<file path="src/rtl/dma_chain_pkg.sv">
// Package: shared constants, register indices and state type for the
// chained-buffer DMA channel pair.
// Assumes: two directions, word-indexed register window of ten words.
package dma_chain_pkg;

    localparam int NUM_DIR = 2;
    localparam int DIR_RX  = 0;
    localparam int DIR_TX  = 1;
    localparam int REG_IW  = 4;

    // Per-direction word indices follow 2*d (+1) for current, 4+2*d (+1) for queued
    localparam logic [REG_IW-1:0] REG_CMD  = 4'd8;
    localparam logic [REG_IW-1:0] REG_STAT = 4'd9;

    // Command and status bit position of a direction: enable at 8*d, disable at 8*d+1
    localparam int CMD_STRIDE = 8;

    typedef enum logic [1:0] {
        SQ_IDLE     = 2'd0,
        SQ_RX_STAGE = 2'd1,
        SQ_RX_WRITE = 2'd2,
        SQ_TX_READ  = 2'd3
    } seq_state_t;

    // Address step for a transfer size code
    function automatic logic [2:0] size_step(input logic [1:0] sz);
        case (sz)
            2'd0:    return 3'd1;
            2'd1:    return 3'd2;
            default: return 3'd4;
        endcase
    endfunction

endpackage

</file>
<file path="src/rtl/dma_desc_dir.sv">
// Module: one direction's descriptor set (current and queued pointer/count)
// plus its enable bit. Advances on a completed transfer, reloads the queued
// descriptor into the current one when the current count is zero.
// Assumes: AW and CW are not wider than DW; register writes beat hardware
// updates on the same edge.
module dma_desc_dir #(
    parameter int AW = 32,
    parameter int CW = 16,
    parameter int DW = 32
) (
    input  logic          clk,
    input  logic          rst_n,
    input  logic          wr_cur_ptr,
    input  logic          wr_cur_cnt,
    input  logic          wr_nxt_ptr,
    input  logic          wr_nxt_cnt,
    input  logic [DW-1:0] wdata,
    input  logic          cmd_en,
    input  logic          cmd_dis,
    input  logic          advance,
    input  logic [2:0]    step,
    output logic [AW-1:0] cur_ptr,
    output logic [CW-1:0] cur_cnt,
    output logic [AW-1:0] nxt_ptr,
    output logic [CW-1:0] nxt_cnt,
    output logic          chan_on,
    output logic          buf_end,
    output logic          bufs_done,
    output logic          active
);

    logic cur_zero;
    logic nxt_zero;
    logic reload_go;
    logic step_go;

    assign cur_zero  = (cur_cnt == '0);
    assign nxt_zero  = (nxt_cnt == '0);
    assign reload_go = cur_zero && !nxt_zero && !wr_cur_ptr && !wr_cur_cnt;
    assign step_go   = advance && !cur_zero;

    assign buf_end   = cur_zero;
    assign bufs_done = cur_zero && nxt_zero;
    assign active    = chan_on && !cur_zero;

    // Current pointer: write, advance by step, or take the queued pointer
    always_ff @(posedge clk) begin
        if (!rst_n)          cur_ptr <= '0;
        else if (wr_cur_ptr) cur_ptr <= wdata[AW-1:0];
        else if (step_go)    cur_ptr <= cur_ptr + AW'(step);
        else if (reload_go)  cur_ptr <= nxt_ptr;
    end

    // Current count: write, decrement, or take the queued count
    always_ff @(posedge clk) begin
        if (!rst_n)          cur_cnt <= '0;
        else if (wr_cur_cnt) cur_cnt <= wdata[CW-1:0];
        else if (step_go)    cur_cnt <= cur_cnt - CW'(1);
        else if (reload_go)  cur_cnt <= nxt_cnt;
    end

    // Queued pointer: software only
    always_ff @(posedge clk) begin
        if (!rst_n)          nxt_ptr <= '0;
        else if (wr_nxt_ptr) nxt_ptr <= wdata[AW-1:0];
    end

    // Queued count: software write, cleared once consumed by a reload
    always_ff @(posedge clk) begin
        if (!rst_n)          nxt_cnt <= '0;
        else if (wr_nxt_cnt) nxt_cnt <= wdata[CW-1:0];
        else if (reload_go)  nxt_cnt <= '0;
    end

    // Enable bit: disable wins over enable in the same command
    always_ff @(posedge clk) begin
        if (!rst_n)       chan_on <= 1'b0;
        else if (cmd_dis) chan_on <= 1'b0;
        else if (cmd_en)  chan_on <= 1'b1;
    end

endmodule

</file>
<file path="src/rtl/dma_xfer_seq.sv">
// Module: request latches and the shared transfer sequencer. Receive takes
// a staging cycle and a write cycle; transmit takes one read cycle. Receive
// wins when both are pending.
// Assumes: peripheral strobes are one cycle wide; memory holds mem_ack low
// when mem_req is low.
module dma_xfer_seq
    import dma_chain_pkg::*;
#(
    parameter int AW = 32,
    parameter int DW = 32
) (
    input  logic               clk,
    input  logic               rst_n,
    input  logic [NUM_DIR-1:0] chan_on,
    input  logic [NUM_DIR-1:0] active,
    input  logic [AW-1:0]      rx_cur_ptr,
    input  logic [AW-1:0]      tx_cur_ptr,
    input  logic               rx_req,
    input  logic [DW-1:0]      rx_data,
    input  logic               tx_req,
    input  logic               mem_ack,
    input  logic [DW-1:0]      mem_rdata,
    output logic [NUM_DIR-1:0] advance,
    output logic               mem_req,
    output logic               mem_we,
    output logic [AW-1:0]      mem_addr,
    output logic [DW-1:0]      mem_wdata,
    output logic [DW-1:0]      tx_data,
    output logic               tx_valid
);

    seq_state_t         state;
    logic [NUM_DIR-1:0] strobe;
    logic [NUM_DIR-1:0] pend;
    logic [NUM_DIR-1:0] grant;
    logic [DW-1:0]      rx_hold;
    logic [AW-1:0]      addr_q;
    logic [DW-1:0]      wdata_q;

    assign strobe[DIR_RX] = rx_req;
    assign strobe[DIR_TX] = tx_req;

    // Grant selection in idle: receive first
    always_comb begin
        grant = '0;
        if (state == SQ_IDLE) begin
            if (pend[DIR_RX] && active[DIR_RX])      grant[DIR_RX] = 1'b1;
            else if (pend[DIR_TX] && active[DIR_TX]) grant[DIR_TX] = 1'b1;
        end
    end

    // Per-direction pending latch: dropped while disabled, cleared on grant
    for (genvar d = 0; d < NUM_DIR; d++) begin : g_pend
        always_ff @(posedge clk) begin
            if (!rst_n || !chan_on[d]) pend[d] <= 1'b0;
            else if (strobe[d])        pend[d] <= 1'b1;
            else if (grant[d])         pend[d] <= 1'b0;
        end
    end

    // Receive holding register captured with the strobe
    always_ff @(posedge clk) begin
        if (!rst_n)                        rx_hold <= '0;
        else if (rx_req && chan_on[DIR_RX]) rx_hold <= rx_data;
    end

    // Sequencer state and latched access fields
    always_ff @(posedge clk) begin
        if (!rst_n) begin
            state   <= SQ_IDLE;
            addr_q  <= '0;
            wdata_q <= '0;
        end else begin
            case (state)
                SQ_IDLE: begin
                    if (grant[DIR_RX]) begin
                        state   <= SQ_RX_STAGE;
                        addr_q  <= rx_cur_ptr;
                        wdata_q <= rx_hold;
                    end else if (grant[DIR_TX]) begin
                        state  <= SQ_TX_READ;
                        addr_q <= tx_cur_ptr;
                    end
                end
                SQ_RX_STAGE: state <= SQ_RX_WRITE;
                SQ_RX_WRITE: if (mem_ack) state <= SQ_IDLE;
                SQ_TX_READ:  if (mem_ack) state <= SQ_IDLE;
                default:     state <= SQ_IDLE;
            endcase
        end
    end

    // Transmit data register and its one-cycle valid pulse
    always_ff @(posedge clk) begin
        if (!rst_n) begin
            tx_data  <= '0;
            tx_valid <= 1'b0;
        end else begin
            tx_valid <= (state == SQ_TX_READ) && mem_ack;
            if ((state == SQ_TX_READ) && mem_ack) tx_data <= mem_rdata;
        end
    end

    assign mem_req         = (state == SQ_RX_WRITE) || (state == SQ_TX_READ);
    assign mem_we          = (state == SQ_RX_WRITE);
    assign mem_addr        = addr_q;
    assign mem_wdata       = wdata_q;
    assign advance[DIR_RX] = (state == SQ_RX_WRITE) && mem_ack;
    assign advance[DIR_TX] = (state == SQ_TX_READ) && mem_ack;

endmodule

</file>
<file path="src/rtl/dma_chain_pair.sv">
// Module: top of the chained-buffer DMA channel pair. Decodes the register
// window, instantiates one descriptor set per direction and the shared
// sequencer, and forms read data and buffer flags.
// Assumes: DW is at least AW and CW; reg_rdata is combinational.
module dma_chain_pair
    import dma_chain_pkg::*;
#(
    parameter int AW = 32,
    parameter int CW = 16,
    parameter int DW = 32
) (
    input  logic              clk,
    input  logic              rst_n,
    input  logic              reg_wr,
    input  logic [REG_IW-1:0] reg_word,
    input  logic [DW-1:0]     reg_wdata,
    output logic [DW-1:0]     reg_rdata,
    input  logic [1:0]        xfer_size,
    input  logic              rx_req,
    input  logic [DW-1:0]     rx_data,
    input  logic              tx_req,
    output logic [DW-1:0]     tx_data,
    output logic              tx_valid,
    output logic              mem_req,
    output logic              mem_we,
    output logic [AW-1:0]     mem_addr,
    output logic [DW-1:0]     mem_wdata,
    input  logic [DW-1:0]     mem_rdata,
    input  logic              mem_ack,
    output logic              rx_buf_end,
    output logic              rx_bufs_done,
    output logic              tx_buf_end,
    output logic              tx_bufs_done
);

    logic [AW-1:0]      cur_ptr [NUM_DIR];
    logic [CW-1:0]      cur_cnt [NUM_DIR];
    logic [AW-1:0]      nxt_ptr [NUM_DIR];
    logic [CW-1:0]      nxt_cnt [NUM_DIR];
    logic [NUM_DIR-1:0] chan_on;
    logic [NUM_DIR-1:0] buf_end;
    logic [NUM_DIR-1:0] bufs_done;
    logic [NUM_DIR-1:0] active;
    logic [NUM_DIR-1:0] advance;
    logic [2:0]         step;
    logic               cmd_wr;

    assign step   = size_step(xfer_size);
    assign cmd_wr = reg_wr && (reg_word == REG_CMD);

    // One descriptor set per direction
    for (genvar d = 0; d < NUM_DIR; d++) begin : g_dir
        dma_desc_dir #(.AW(AW), .CW(CW), .DW(DW)) u_desc (
            .clk        (clk),
            .rst_n      (rst_n),
            .wr_cur_ptr (reg_wr && (reg_word == REG_IW'(2*d))),
            .wr_cur_cnt (reg_wr && (reg_word == REG_IW'(2*d + 1))),
            .wr_nxt_ptr (reg_wr && (reg_word == REG_IW'(4 + 2*d))),
            .wr_nxt_cnt (reg_wr && (reg_word == REG_IW'(5 + 2*d))),
            .wdata      (reg_wdata),
            .cmd_en     (cmd_wr && reg_wdata[CMD_STRIDE*d]),
            .cmd_dis    (cmd_wr && reg_wdata[CMD_STRIDE*d + 1]),
            .advance    (advance[d]),
            .step       (step),
            .cur_ptr    (cur_ptr[d]),
            .cur_cnt    (cur_cnt[d]),
            .nxt_ptr    (nxt_ptr[d]),
            .nxt_cnt    (nxt_cnt[d]),
            .chan_on    (chan_on[d]),
            .buf_end    (buf_end[d]),
            .bufs_done  (bufs_done[d]),
            .active     (active[d])
        );
    end

    dma_xfer_seq #(.AW(AW), .DW(DW)) u_seq (
        .clk        (clk),
        .rst_n      (rst_n),
        .chan_on    (chan_on),
        .active     (active),
        .rx_cur_ptr (cur_ptr[DIR_RX]),
        .tx_cur_ptr (cur_ptr[DIR_TX]),
        .rx_req     (rx_req),
        .rx_data    (rx_data),
        .tx_req     (tx_req),
        .mem_ack    (mem_ack),
        .mem_rdata  (mem_rdata),
        .advance    (advance),
        .mem_req    (mem_req),
        .mem_we     (mem_we),
        .mem_addr   (mem_addr),
        .mem_wdata  (mem_wdata),
        .tx_data    (tx_data),
        .tx_valid   (tx_valid)
    );

    // Read-data multiplexer over the register window
    always_comb begin
        reg_rdata = '0;
        for (int d = 0; d < NUM_DIR; d++) begin
            if (reg_word == REG_IW'(2*d))     reg_rdata = DW'(cur_ptr[d]);
            if (reg_word == REG_IW'(2*d + 1)) reg_rdata = DW'(cur_cnt[d]);
            if (reg_word == REG_IW'(4 + 2*d)) reg_rdata = DW'(nxt_ptr[d]);
            if (reg_word == REG_IW'(5 + 2*d)) reg_rdata = DW'(nxt_cnt[d]);
        end
        if (reg_word == REG_STAT) begin
            for (int d = 0; d < NUM_DIR; d++) reg_rdata[CMD_STRIDE*d] = chan_on[d];
        end
    end

    assign rx_buf_end   = buf_end[DIR_RX];
    assign rx_bufs_done = bufs_done[DIR_RX];
    assign tx_buf_end   = buf_end[DIR_TX];
    assign tx_bufs_done = bufs_done[DIR_TX];

endmodule

</file>
<file path="config.mk">
export PLATFORM = sky130hd
export DESIGN_NAME = dma_chain_pair
export DESIGN_NICKNAME = d
export VERILOG_FILES = /design/src/rtl/dma_chain_pkg.sv /design/src/rtl/dma_desc_dir.sv /design/src/rtl/dma_xfer_seq.sv /design/src/rtl/dma_chain_pair.sv
export SDC_FILE = /design/constraint.sdc
export NUM_CORES = 1
export LEC_CHECK = 0
export BUFFER_PORTS_ARGS = -buffer_cell sky130_fd_sc_hd__buf_2
export CORE_MARGIN = 3
export CORE_UTILIZATION = 45
export CTS_BUF_LIST = sky130_fd_sc_hd__clkbuf_16
export DETAILED_ROUTE_END_ITERATION = 8
export PLACE_DENSITY = 0.7
export SYNTH_ARGS = -nofsm -noshare
export SYNTH_HDL_FRONTEND = slang
export SYNTH_HIERARCHICAL = 1
export SYNTH_SLANG_ARGS = --single-unit
</file>
<file path="constraint.sdc">
create_clock -name clk -period 3.74 [get_ports clk]
set_clock_uncertainty 0.1 [all_clocks]
set_input_delay 0.374 -clock clk [delete_from_list [all_inputs] [get_ports clk]]
set_output_delay 0.374 -clock clk [all_outputs]
set_load 0.03 [all_outputs]
</file>
# == After elaboration in Yosys (flattened, before gate mapping) ==
# Index checks and enable logic that the tools add are counted.
# totals
output_inout_bits,135
ff_bits,327
input_bits,108
# op_classes
mux,41
reduce_logical,66
addsub,4
n_eq_ne,15
bitwise,1
# op_table
operator,n
two-way mux 32 bit,16
two-way mux 16 bit,10
adder 32 x 3 -> 32 bit,2
logical NOT 16 bit,4
"subtractor 16 x 1 -> 16 bit, second input constant",2
logical AND 1 bit,30
"== test 4 x 3 -> 1 bit, second input constant",4
nonzero test 3 bit,4
logical NOT 1 bit,11
nonzero test 2 bit,5
two-way mux 1 bit,9
"== test 4 x 2 -> 1 bit, second input constant",2
"== test 4 bit, second input constant",2
two-way mux 2 bit,4
case mux 2 bit (3 select lines),1
case mux 3 bit (2 select lines),1
AND reduction 2 bit,3
OR reduction 2 bit,3
"== test 2 x 1 -> 1 bit, second input constant",2
"== test 2 bit, second input constant",2
"== test 4 x 1 -> 1 bit, second input constant",1
logical NOT 2 bit,2
logical NOT 4 bit,1
logical OR 1 bit,3
other kinds (3),3

# == Depth between registers and ports, before layout ==
# Gate-level depths: netlist (run 1).
# logic_depth
word_depth,10
mapped_depth,13
mapped_depth_nobuf,9

# == Hierarchy ==
# Netlist (run 1), hierarchy kept.
# modules_own_cells
module,instances,cells_each,area_per_inst_um2
dma_desc_dir at g_dir[0].u_desc,1,654,5387.7
dma_desc_dir at g_dir[1].u_desc,1,660,5315.1
dma_xfer_seq,1,594,5273.8
dma_chain_pair,1,229,1735.4

# == Worst setup path before layout (run 1) ==
# Ideal clock, no wire load.
# synth_timing
path_type,register -> register
startpoint,register g_dir[0].u_desc.cur_cnt[10]
endpoint,register g_dir[0].u_desc.cur_cnt[5]
t_arrival_ns,3.002
slack_ns,0.519
synth_period_minus_slack_ns,3.221
path_buffers,2
stages_incl_launch_ff,9
cell_sequence,dfxtp_1 -> or4_1 -> buf_2 -> nor4_1 -> nand2_1 -> o21ai_1 -> buf_2 -> nand2_1 -> o221a_2
# synth_between
elab_chain_cells,5
word_cells_on_any_way,9
# synth_rtl
item,line_no,rtl
"start, declared",dma_desc_dir.sv:23,"output logic [CW-1:0] cur_cnt,"
"start signal, assigned",dma_desc_dir.sv:57,else if (wr_cur_cnt) cur_cnt <= wdata[CW-1:0];
"start signal, assigned",dma_desc_dir.sv:58,else if (step_go) cur_cnt <= cur_cnt - CW'(1);
"start signal, assigned",dma_desc_dir.sv:59,else if (reload_go) cur_cnt <= nxt_cnt;
logical NOT 16 bit (*),dma_desc_dir.sv:37,assign cur_zero = (cur_cnt == '0);
net rx_buf_end,dma_chain_pair.sv:30,"output logic rx_buf_end,"
logical NOT 1 bit or logical AND 1 bit (tied branches),"dma_desc_dir.sv:40, dma_desc_dir.sv:39",
"logical AND 1 bit, on equally long branches","dma_desc_dir.sv:40, dma_desc_dir.sv:39",
two-way mux 16 bit or logical AND 1 bit (tied branches),"dma_desc_dir.sv:58, dma_desc_dir.sv:39",
two-way mux 16 bit or nonzero test 3 bit (tied branches),-,
# Mark *: on every way through the listed nets, which the timed path passes. The rest lies on a longest branch.
# A chain may end at the register's enable or synchronous reset.

# == Worst setup path in the final report (run 1) ==
# layout_timing
startpoint,register g_dir[1].u_desc.cur_cnt[4]
endpoint,output tx_bufs_done
# layout_between
elab_chain_cells,2
# layout_rtl
item,line_no,rtl
"start, declared",dma_desc_dir.sv:23,
"start signal, assigned",dma_desc_dir.sv:57,
"start signal, assigned",dma_desc_dir.sv:58,
"start signal, assigned",dma_desc_dir.sv:59,
logical NOT 16 bit,dma_desc_dir.sv:37,
logical AND 1 bit,dma_desc_dir.sv:43,assign bufs_done = cur_zero && nxt_zero;
"end, declared",dma_chain_pair.sv:33,output logic tx_bufs_done
# Every way passes these cells.

==> summary by stage, run 1 <==
Critical path
The worst endpoint data arrival time is 2.89 ns. The number of buffers and inverters on the critical path is 2. STA classifies the critical path endpoint as an output port.

Data on the critical path is required at its endpoint by 3.27 ns. Along the worst path, the maximum fanout reaches 9. The maximum cell stage delay along the critical path is 0.80 ns. The kind of critical path is reg -> out. The largest delay contributor family on the critical path is simple AND/OR/NAND/NOR gates.

For this design, the slowest cell found on the critical path is sky130_fd_sc_hd__nor4_1. The worst setup path is launched from a register. Walking the worst path, the cells encountered are or4_1 > nor4_1 > inv_1 > nor2_1 > buf_2.

STA
Dividing the final minimum period by the clock period gives 89.83%. The achievable frequency is 0.2977 GHz. After routing, the total negative slack on setup checks comes to 0 ns. The number of failing hold endpoints at the final stage is 0. The slew at the pin with the worst max-slew slack is 1.238 ns. The routed design could run at a clock period as short as 3.360 ns. Hold timing on the final database bottoms out at a slack of 0.02471 ns. The remaining max-slew budget at the tightest pin is 17.49%. The final number of max-transition violations was 0. Setup repair after global routing left no endpoint under its margin. Setup violations remaining at the end of the flow were counted as 0.

Logic synthesis
The main combinational cell family by area after synthesis is compound AO/OA/AOI/OAI gates. The number of warnings printed during yosys synthesis is 6. Counting every instance in the synthesized netlist gives 2137. The top flip-flop cell by instance count after synthesis is sky130_fd_sc_hd__dfxtp_1. Synthesis inferred 327 register bits. The adder and majority cell fraction of the synthesized area is 0.9325%. The count of flip-flops with a built-in enable after synthesis is 0. The number of distinct library cell variants in the gate-level netlist after synthesis is 92. The number of nets in the synthesized netlist is 2257.

After Yosys synthesis, and, or, nand and nor cells account for 20.87% of the synthesized area. The cell area after synthesis is 0.01771 mm². For this run, asynchronously set or reset flops after synthesis account for 0%. The mux cell area share after synthesis is 7.092%. Summing the sequential cell areas from Yosys gives 36.96% of the chip area. The post-synthesis xor/xnor area fraction is 2.917%. The synthesized area divided by synthesized cell count is 8.288 µm². Summing the areas of all compound-gate instances in the mapped netlist gives 25.95% of the synthesized area.

Flow run
The max-capacitance violation count is 0.

Clock tree
The clock passes through at most 3 buffers. In this run, post-CTS repair resized a total of 0 instances. The number of sinks on the clock net is 327.

The buffer cell driving the clock tree root is sky130_fd_sc_hd__clkbuf_16. The clock latency on the worst-skew pair is 0.57 ns. Once the clock tree was built, the setup fixing pass inserted 0 buffers. CTS built an H-tree with a depth of 2. The number of buffers created by CTS is 38. The clock transition at the register clock pins on the worst setup and hold paths after CTS is 0.06 ns.

The hold buffer count at CTS is 63. The CTS tree is done.

Power and ir drop
Combinational logic is responsible for 25.7% of the overall power. The power density over the cells is 493.5 mW/mm². In this run the power spent charging and discharging nets is 3578 µW.

The internal power is 6881 µW. The clock share of power is 35.8%. The maximum resistive drop on vdd is 0.0004221 V.

Of the total power, the share spent switching nets is 34.21%. The part of the power in registers is 38.6%. Summed over all cells, the static leakage comes to 0.007877 µW.

Floorplan
The row count is 72. The width of the die is 204.4 µm. The initial standard-cell utilization of the core is 45.72%.

During I/O placement, the number of pins put on the boundary was 243. The full die area is 0.04178 mm². After floorplanning, the core was sized to cover 0.03874 mm².

The die height is 204.4 µm.

Finish
Leaving out fill and tap cells, the most frequent cells in the layout are sky130_fd_sc_hd__dfxtp_1, sky130_fd_sc_hd__nand2_1, sky130_fd_sc_hd__buf_2. The most frequent standard cell in the layout excluding fill and tap cells is sky130_fd_sc_hd__dfxtp_1. The post-route netlist has 18.46% of its cells at a drive strength greater than 1. The final layout contains 2491 nets. The signed area change from the synthesized netlist to the final layout is 19.67%.

Global routing
The number of global-route vias before repair is 16990. The wire length of the first global-routing pass is 102000 µm. The initial antenna violation count was 3.

The total congestion overflow is 0. The maximum number of pins on one net before global-route repair is 87. The total global-route track usage is 31.11%.

Drt
In this run the remaining antenna-violating nets after routing total 0. After detailed routing, the number of vias per cell comes to 6.168. After detailed routing, the number of remaining DRC violations is 0.

The routed length per placed instance is 23.10 µm. The first TritonRoute pass finished after 7 iterations. The sum of routed wire length over all layers is 67440 µm. The first-iteration detailed-routing DRC count is 2314.

The overall via count from detail_route is 18004.

Worst hold path
The path class of the tightest hold or removal check is in -> reg.

Placement
The number of buffer cells added on primary ports is 242. The routability congestion estimate is 0.9417. Once detailed placement completed, the half-perimeter wirelength came to 46570 µm.

Outcome
The run finished with clean final reports.
-- worst min-delay path: stages --
cell,delay [ns]
sky130_fd_sc_hd__buf_2,0.10
sky130_fd_sc_hd__nand2_1,0.07
sky130_fd_sc_hd__a21boi_0,0.09
-- state kept, by name, indices dropped and copies added, names as in the netlist --
register,count
g_dir.u_desc/chan_on,2
g_dir.u_desc/cur_cnt,32
g_dir.u_desc/cur_ptr,64
g_dir.u_desc/nxt_cnt,32
g_dir.u_desc/nxt_ptr,64
u_seq/mem_addr,32
u_seq/mem_wdata,32
u_seq/pend,2
u_seq/rx_hold,32
u_seq/state,2
u_seq/tx_data,32
u_seq/tx_valid,1
-- cell families (layout without fill, tap and decap cells) --
| family | count (synthesis) | count (layout) |
|---|---|---|
| fa+ha+maj | 12 | 12 |
| mux | 125 | 125 |
| buf+inv | 202 | 465 |
| other cells | 0 | 1 |
| xor+xnor | 59 | 59 |
| simple gates | 763 | 763 |
| flops | 327 | 327 |
| compound gates | 649 | 649 |
-- cell usage after synthesis, drive strengths merged (5+ instances only) --
cell type | instances | area, µm²
dfxtp | 327 | 6546
nand2 | 321 | 1205
nor2 | 158 | 593.1
a21oi | 128 | 640.6
mux2i | 121 | 1211
a21boi | 120 | 900.9
o21ai | 117 | 660.6
clkbuf | 112 | 421.7
buf | 67 | 425.4
a22oi | 45 | 377.9
o211ai | 45 | 337.8
nor2b | 43 | 269.0
xnor2 | 42 | 367.9
nor3 | 39 | 216.5
a211oi | 33 | 262.8
nand3b | 33 | 247.7
nand3 | 30 | 150.1
nor4 | 29 | 211.5
nand4 | 26 | 162.7
o221ai | 23 | 201.4
inv | 20 | 75.07
o22ai | 20 | 125.1
a221o | 17 | 170.2
or4 | 17 | 127.6
xor2 | 17 | 148.9
a22o | 16 | 140.1
a2bb2oi | 12 | 105.1
and2 | 11 | 71.32
ha | 10 | 125.1
and3 | 9 | 56.30
or3 | 9 | 56.30
a211o | 8 | 70.07
a221oi | 8 | 82.58
a31oi | 8 | 56.30
and4 | 7 | 61.31
o221a | 7 | 78.83
o31ai | 7 | 52.55
nand2b | 6 | 37.54
o41ai | 6 | 60.06
or2 | 6 | 40.05
a311oi | 5 | 50.04
nor4b | 5 | 58.80
-- final timing paths --
kind / startpoint / end / slack [ns] / cells past startpoint
setup / recovery: g_dir[1].u_desc/cur_cnt[4] / tx_bufs_done / 0.38 / 5
hold / removal: mem_rdata[22] / u_seq/tx_data[22] / 0.02 / 3
setup reg to reg: g_dir[0].u_desc/cur_cnt[10] / u_seq/mem_addr[20] / 0.46 / 7
hold reg to reg: u_seq/rx_hold[5] / u_seq/mem_wdata[5] / 0.36 / 2
-- metal layers --
metal	vias up	routed length [µm]	GRT usage (%)
li1	8228	-	-
met1	8627	28360	42.42
met2	980	29110	47.45
met3	165	6447	5.702
met4	4	3502	15.19
met5	-	22	0
-- power groups by stage --
stage	clock network, µW	registers (µW)	logic [µW]
after floorplan	0	3980	1730
after global placement	0	4090	2520
after detailed placement	0	4100	2540
after CTS	3790	4020	2620
after global routing	3930	4060	2850
final	3740	4030	2680
-- per-stage QoR --
stage               worst slack [ns]  instances  power, µW  cell area (µm²)  utilization [%]
floorplan                     0.5195       2137       5710            17710                -
global placement              0.6508       2786       6614            19320            49.88
detailed placement            0.5249       2786       6639            19320            49.88
CTS                           0.3223       2918      10420            21190            54.71
global route                  0.2026       2919      10850            21200            54.72
finish                        0.3804       2919      10460            21200            54.72
-- area by class of cell --
type | instances | area [µm²]
Clock buffer | 39 | 975.9
Fill cell | 3568 | 17540
Inverter | 23 | 86.33
Antenna cell | 1 | 2.502
Tap cell | 518 | 648.1
Multi-Input combinational cell | 1608 | 10290
Clock inverter | 30 | 262.8
Timing Repair Buffer | 373 | 2384
Sequential cell | 327 | 6546
Note: power is estimated with default switching activity, not from simulation.
==> inputs of run 2 (changes only) <==
ABC_AREA = 1   (was default)
PLACE_DENSITY = 0.69   (was 0.7)
==> summary by stage, run 2 <==
Critical path
The cell type with the highest occurrence count on the critical path is sky130_fd_sc_hd__nand2_1. The cell with the largest stage delay on the worst path is sky130_fd_sc_hd__a21oi_4 (was sky130_fd_sc_hd__nor4_1). The critical register-to-register path endpoint is u_seq/mem_addr[1] (was u_seq/mem_addr[20]). The start of the worst register-to-register path is g_dir[0].u_desc/cur_cnt[0] (was g_dir[0].u_desc/cur_cnt[10]).

The critical path endpoint category is a register (was output port). The largest delay contributor family on the critical path is simple AND/OR/NAND/NOR gates (unchanged). The maximum cell stage delay along the critical path is 0.81 ns (was 0.80 ns).

The maximum fanout along the worst path is 36 (was 9). The worst reg-to-reg setup slack is 0.66 ns (was 0.46 ns). The endpoint required time on the critical path is 4.09 ns (was 3.27 ns). The worst endpoint data arrival time came to 3.43 ns (was 2.89 ns).

The kind of launch point of the worst setup path is a register (unchanged). The number of buffers and inverters on the critical path is 3 (was 2). The kind of critical path is reg -> reg (was reg -> out). The logic depth of the worst register-to-register path is 13 (was 7). Worst-path cell chain: inv_1 > ha_1 > nand2_1 > nor2_1 > nand2_1 > buf_4 > inv_1 > nor2_1 > nand2_1 > a21oi_4 > nand3_1 > nand2_1 > nor2_1 (was or4_1 > nor4_1 > inv_1 > nor2_1 > buf_2).

Worst hold path
The worst min-delay path endpoint is u_seq/rx_hold[10] (was u_seq/tx_data[22]). The source of the worst hold timing path is rx_data[10] (was mem_rdata[22]). The number of cells on the worst hold path came to 3 (unchanged).

The class of the most critical hold timing path is in -> reg (unchanged).

STA
The remaining max-slew budget at the tightest pin is 14.48% (was 17.49%). The accumulated negative setup slack is 0 ns (unchanged). The slew at the pin with the worst max-slew slack is 1.281 ns (was 1.238 ns). The count of final setup violators is 0 (unchanged). The fraction of the cycle the final worst path needs is 82.45% (was 89.83%). The number of failing hold endpoints at the final stage came to 0 (unchanged). The hold slack is 0.03009 ns (was 0.02471 ns). The final number of max-transition violations came to 0 (unchanged).

Setup repair after global routing missed its margin: no (unchanged). The achievable frequency came to 0.3243 GHz (was 0.2977 GHz). The setup slack of the critical path after layout was 0.6564 ns (was 0.3804 ns). The final critical-path required period is 3.084 ns (was 3.360 ns).

Logic synthesis
The post-synthesis simple-gate area fraction is 41.81% (was 20.87%). The part of the Yosys area used for sequential elements is 33.82% (was 36.96%). The most used standard cell by instance count after synthesis is sky130_fd_sc_hd__nand2_1 (was sky130_fd_sc_hd__dfxtp_1). The cell area after synthesis is 0.01936 mm² (was 0.01771 mm²). The post-synthesis xor/xnor area fraction was 0.9049% (was 2.917%).

The adder and majority cell fraction of the synthesized area is 0.8532% (was 0.9325%). The biggest area consumer among synthesized cells is sky130_fd_sc_hd__dfxtp_1 (unchanged). The main combinational cell family by area after synthesis is simple AND/OR/NAND/NOR gates (was compound AO/OA/AOI/OAI gates). The async set-or-reset flop fraction in the synthesized netlist came to 0% (unchanged). The number of distinct library cell variants in the gate-level netlist after synthesis came to 41 (was 92).

The number of warnings printed during yosys synthesis came to 6 (unchanged). Cell types with the largest area share after synthesis: sky130_fd_sc_hd__dfxtp_1, sky130_fd_sc_hd__nand2_1, sky130_fd_sc_hd__nor2_1 (was sky130_fd_sc_hd__dfxtp_1, sky130_fd_sc_hd__mux2i_1, sky130_fd_sc_hd__nand2_1). Leading cell types by count after synthesis: sky130_fd_sc_hd__nand2_1, sky130_fd_sc_hd__nor2_1, sky130_fd_sc_hd__dfxtp_1 (was sky130_fd_sc_hd__dfxtp_1, sky130_fd_sc_hd__nand2_1, sky130_fd_sc_hd__nor2_1). The synthesized area divided by synthesized cell count is 6.018 µm² (was 8.288 µm²). The proportion of netlist area held by the largest area contributor came to 33.82% (was 36.96%). The register bit count reported by yosys came to 327 (unchanged). The fraction of the mapped netlist area in compound gates was 12.53% (was 25.95%). The mux cell area share after synthesis is 0% (was 7.092%).

The synthesized instance count came to 3217 (was 2137). The count of flip-flops with a built-in enable after synthesis is 0 (unchanged). The top flip-flop cell by instance count after synthesis is sky130_fd_sc_hd__dfxtp_1 (unchanged). The number of nets in the synthesized netlist is 3337 (was 2257).

Power and ir drop
The power density over the cells came to 525.5 mW/mm² (was 493.5 mW/mm²). The standby leakage power came to 0.009923 µW (was 0.007877 µW). The part of the power in registers is 39.4% (was 38.6%). The internal power is 6968 µW (was 6881 µW).

The maximum resistive drop on vdd came to 0.0007539 V (was 0.0004221 V). The clock share of power is 28.7% (was 35.8%). The power dissipated by switching net loads was 4831 µW (was 3578 µW). The switching power share of the total is 40.95% (was 34.21%). The portion of total power attributed to combinational logic was 31.9% (was 25.7%).

Drt
The first-iteration detailed-routing DRC count is 2379 (was 2314). The number of detailed-route iterations in the first pass was 6 (was 7). The ratio of routed vias to standard cells was 5.405 (was 6.168). The detailed route wirelength on metal3 was 7244 µm (was 6447 µm).

The sum of routed wire length over all layers is 71390 µm (was 67440 µm). The overall via count from detail_route is 21608 (was 18004). The number of remaining DRC errors is 0 (unchanged). The detailed route wirelength on metal2 is 30410 µm (was 29110 µm). The routed length per placed instance is 17.86 µm (was 23.10 µm). The routed length on met1 was 30410 µm (was 28360 µm).

The count of antenna-violating nets left after detailed routing is 0 (unchanged). The uppermost signal routing layer after detailed routing is met4 (was met5).

Global routing
The number of global-route vias before repair is 19129 (was 16990). The total congestion overflow is 0 (unchanged). The wire length of the first global-routing pass came to 108400 µm (was 102000 µm). The initial antenna violation count is 1 (was 3). The maximum number of pins on one net before global-route repair was 102 (was 87). The total global-route track usage is 30.27% (was 31.11%).

Finish
The area taken by flip-flops and latches came to 0.006546 mm² (unchanged). The filler cell count in the final layout was 4419 (was 3568). The final standard cell count with taps included and fillers excluded is 3998 (was 2919). The number of nets at the end of the flow is 3553 (was 2491). The ratio of cells with drive above 1 in the final layout was 11.22% (was 18.46%). The most frequent standard cell in the layout excluding fill and tap cells was sky130_fd_sc_hd__nand2_1 (was sky130_fd_sc_hd__dfxtp_1). Leading cell types in the layout, fill and taps excluded: sky130_fd_sc_hd__nand2_1, sky130_fd_sc_hd__nor2_1, sky130_fd_sc_hd__dfxtp_1 (was sky130_fd_sc_hd__dfxtp_1, sky130_fd_sc_hd__nand2_1, sky130_fd_sc_hd__buf_2). The post-layout utilization of the core is 53.17% (was 54.72%).

The multi-input gate area in the final layout came to 0.01090 mm² (was 0.01029 mm²). The signed area change from the synthesized netlist to the final layout is 15.98% (was 19.67%). Largest registers ranked by flip-flop count: g_dir.u_desc/cur_ptr: 64 flops, g_dir.u_desc/nxt_ptr: 64 flops (unchanged).

Clock tree
The CTS tree is done (unchanged). The buffer cell driving the clock tree root is sky130_fd_sc_hd__clkbuf_16 (unchanged). The clock transition at the register clock pins on the worst setup and hold paths after CTS is 0.06 ns (about the same). The maximum buffer depth of the clock tree is 3 (unchanged). The number of sinks on the clock net was 327 (unchanged).

The number of buffers created by CTS came to 38 (unchanged). The number of setup buffers added after CTS was 0 (unchanged). The count of H-tree levels built during CTS is 2 (unchanged). The clock latency on the worst-skew pair came to 0.57 ns (about the same).

Floorplan
The number of ports placed on the die boundary is 243 (unchanged). The initial standard-cell utilization of the core came to 45.84% (was 45.72%). The die height came to 213.4 µm (was 204.4 µm). The row count is 75 (was 72). The core region area is 0.04223 mm² (was 0.03874 mm²). The full die area was 0.04554 mm² (was 0.04178 mm²). The width of the die came to 213.4 µm (was 204.4 µm).

Placement
The cell total after placement is 3870 (was 2786). The post-placement setup slack was 0.7716 ns (was 0.5249 ns). The routability congestion estimate is 0.9684 (was 0.9417). The number of buffer cells added on primary ports is 242 (unchanged). The placed wire-length estimate after detailed placement was 49550 µm (was 46570 µm).

Flow run
The max-capacitance violation count was 0 (unchanged).

Outcome
Run status: complete, no violations (unchanged).
## run 2: cell type report
| type | count | share of cell area, % |
|---|---|---|
| multi-input cells | 2435 | 48.55 |
| diodes | 1 | 0.01115 |
| inverters | 285 | 4.792 |
| well taps | 539 | 3.004 |
| repair buffers | 346 | 9.590 |
| flip-flops and latches | 327 | 29.16 |
| clock inverters | 27 | 0.6631 |
| clock buffers | 38 | 4.235 |
## run 2: cell families after synthesis
| kind of cell | count (synthesis) |
|---|---|
| xor gates and xnor gates | 20 |
| buffers and inverters | 455 |
| and+or+nand+nor | 1938 |
| DFF | 327 |
| AOI/OAI and AO/OA | 465 |
| adders and majority gates | 12 |
## run 2: power by group through the flow
stage / Clock (µW) / Combinational [µW] / Sequential, µW
floorplan: 0 / 2920 / 4310
global placement: 0 / 3620 / 4700
detailed placement: 0 / 3630 / 4700
CTS: 3450 / 3710 / 4620
global route: 3600 / 4220 / 4680
finish: 3390 / 3770 / 4650
## run 2: how the worst max path moves through the flow
stage,startpoint,end,slack [ns],depth (start not counted)
after floorplan,reg_word[3],g_dir[0].u_desc/cur_cnt[1],1.36,9
after global placement,g_dir[1].u_desc/cur_cnt[0],u_seq/mem_addr[3],0.74,12
after detailed placement,reg_word[2],g_dir[1].u_desc/cur_ptr[24],0.77,12
after CTS,g_dir[0].u_desc/cur_cnt[0],u_seq/mem_addr[15],0.72,13
after global routing,g_dir[0].u_desc/cur_cnt[0],u_seq/mem_addr[8],0.43,13
final,g_dir[0].u_desc/cur_cnt[0],u_seq/mem_addr[1],0.66,13
## run 2: repair_timing
item                      in CTS  in global routing
resized for setup              0                  0
hold endpoints to repair      62                  0
hold buffers                  62                  0
## run 2: worst reg2reg max path, stage by stage, from the launching register on
cell and delay [ns]:
sky130_fd_sc_hd__dfxtp_1 0.40, sky130_fd_sc_hd__inv_1 0.10, sky130_fd_sc_hd__ha_1 0.22, sky130_fd_sc_hd__nand2_1 0.07
sky130_fd_sc_hd__nor2_1 0.04, sky130_fd_sc_hd__nand2_1 0.15, sky130_fd_sc_hd__buf_4 0.21, sky130_fd_sc_hd__inv_1 0.12
sky130_fd_sc_hd__nor2_1 0.13, sky130_fd_sc_hd__nand2_1 0.13, sky130_fd_sc_hd__a21oi_4 0.81, sky130_fd_sc_hd__nand3_1 0.20
sky130_fd_sc_hd__nand2_1 0.24, sky130_fd_sc_hd__nor2_1 0.06
## run 2: per-stage QoR
step           area, µm²  total power (µW)
5_1_grt            22450             12500
3_3_place_gp       20730              8320
3_5_place_dp       20730              8324
2_1_floorplan      19360              7227
6_report           22450             11800
4_1_cts            22450             11790
## run 2: metal layers
| metal | vias up | global-route usage [%] |
|---|---|---|
| met5 | - | 0 |
| met4 | 0 | 13.95 |
| met3 | 179 | 4.960 |
| met2 | 1050 | 45.83 |
| met1 | 9715 | 42.43 |
| li1 | 10664 | - |
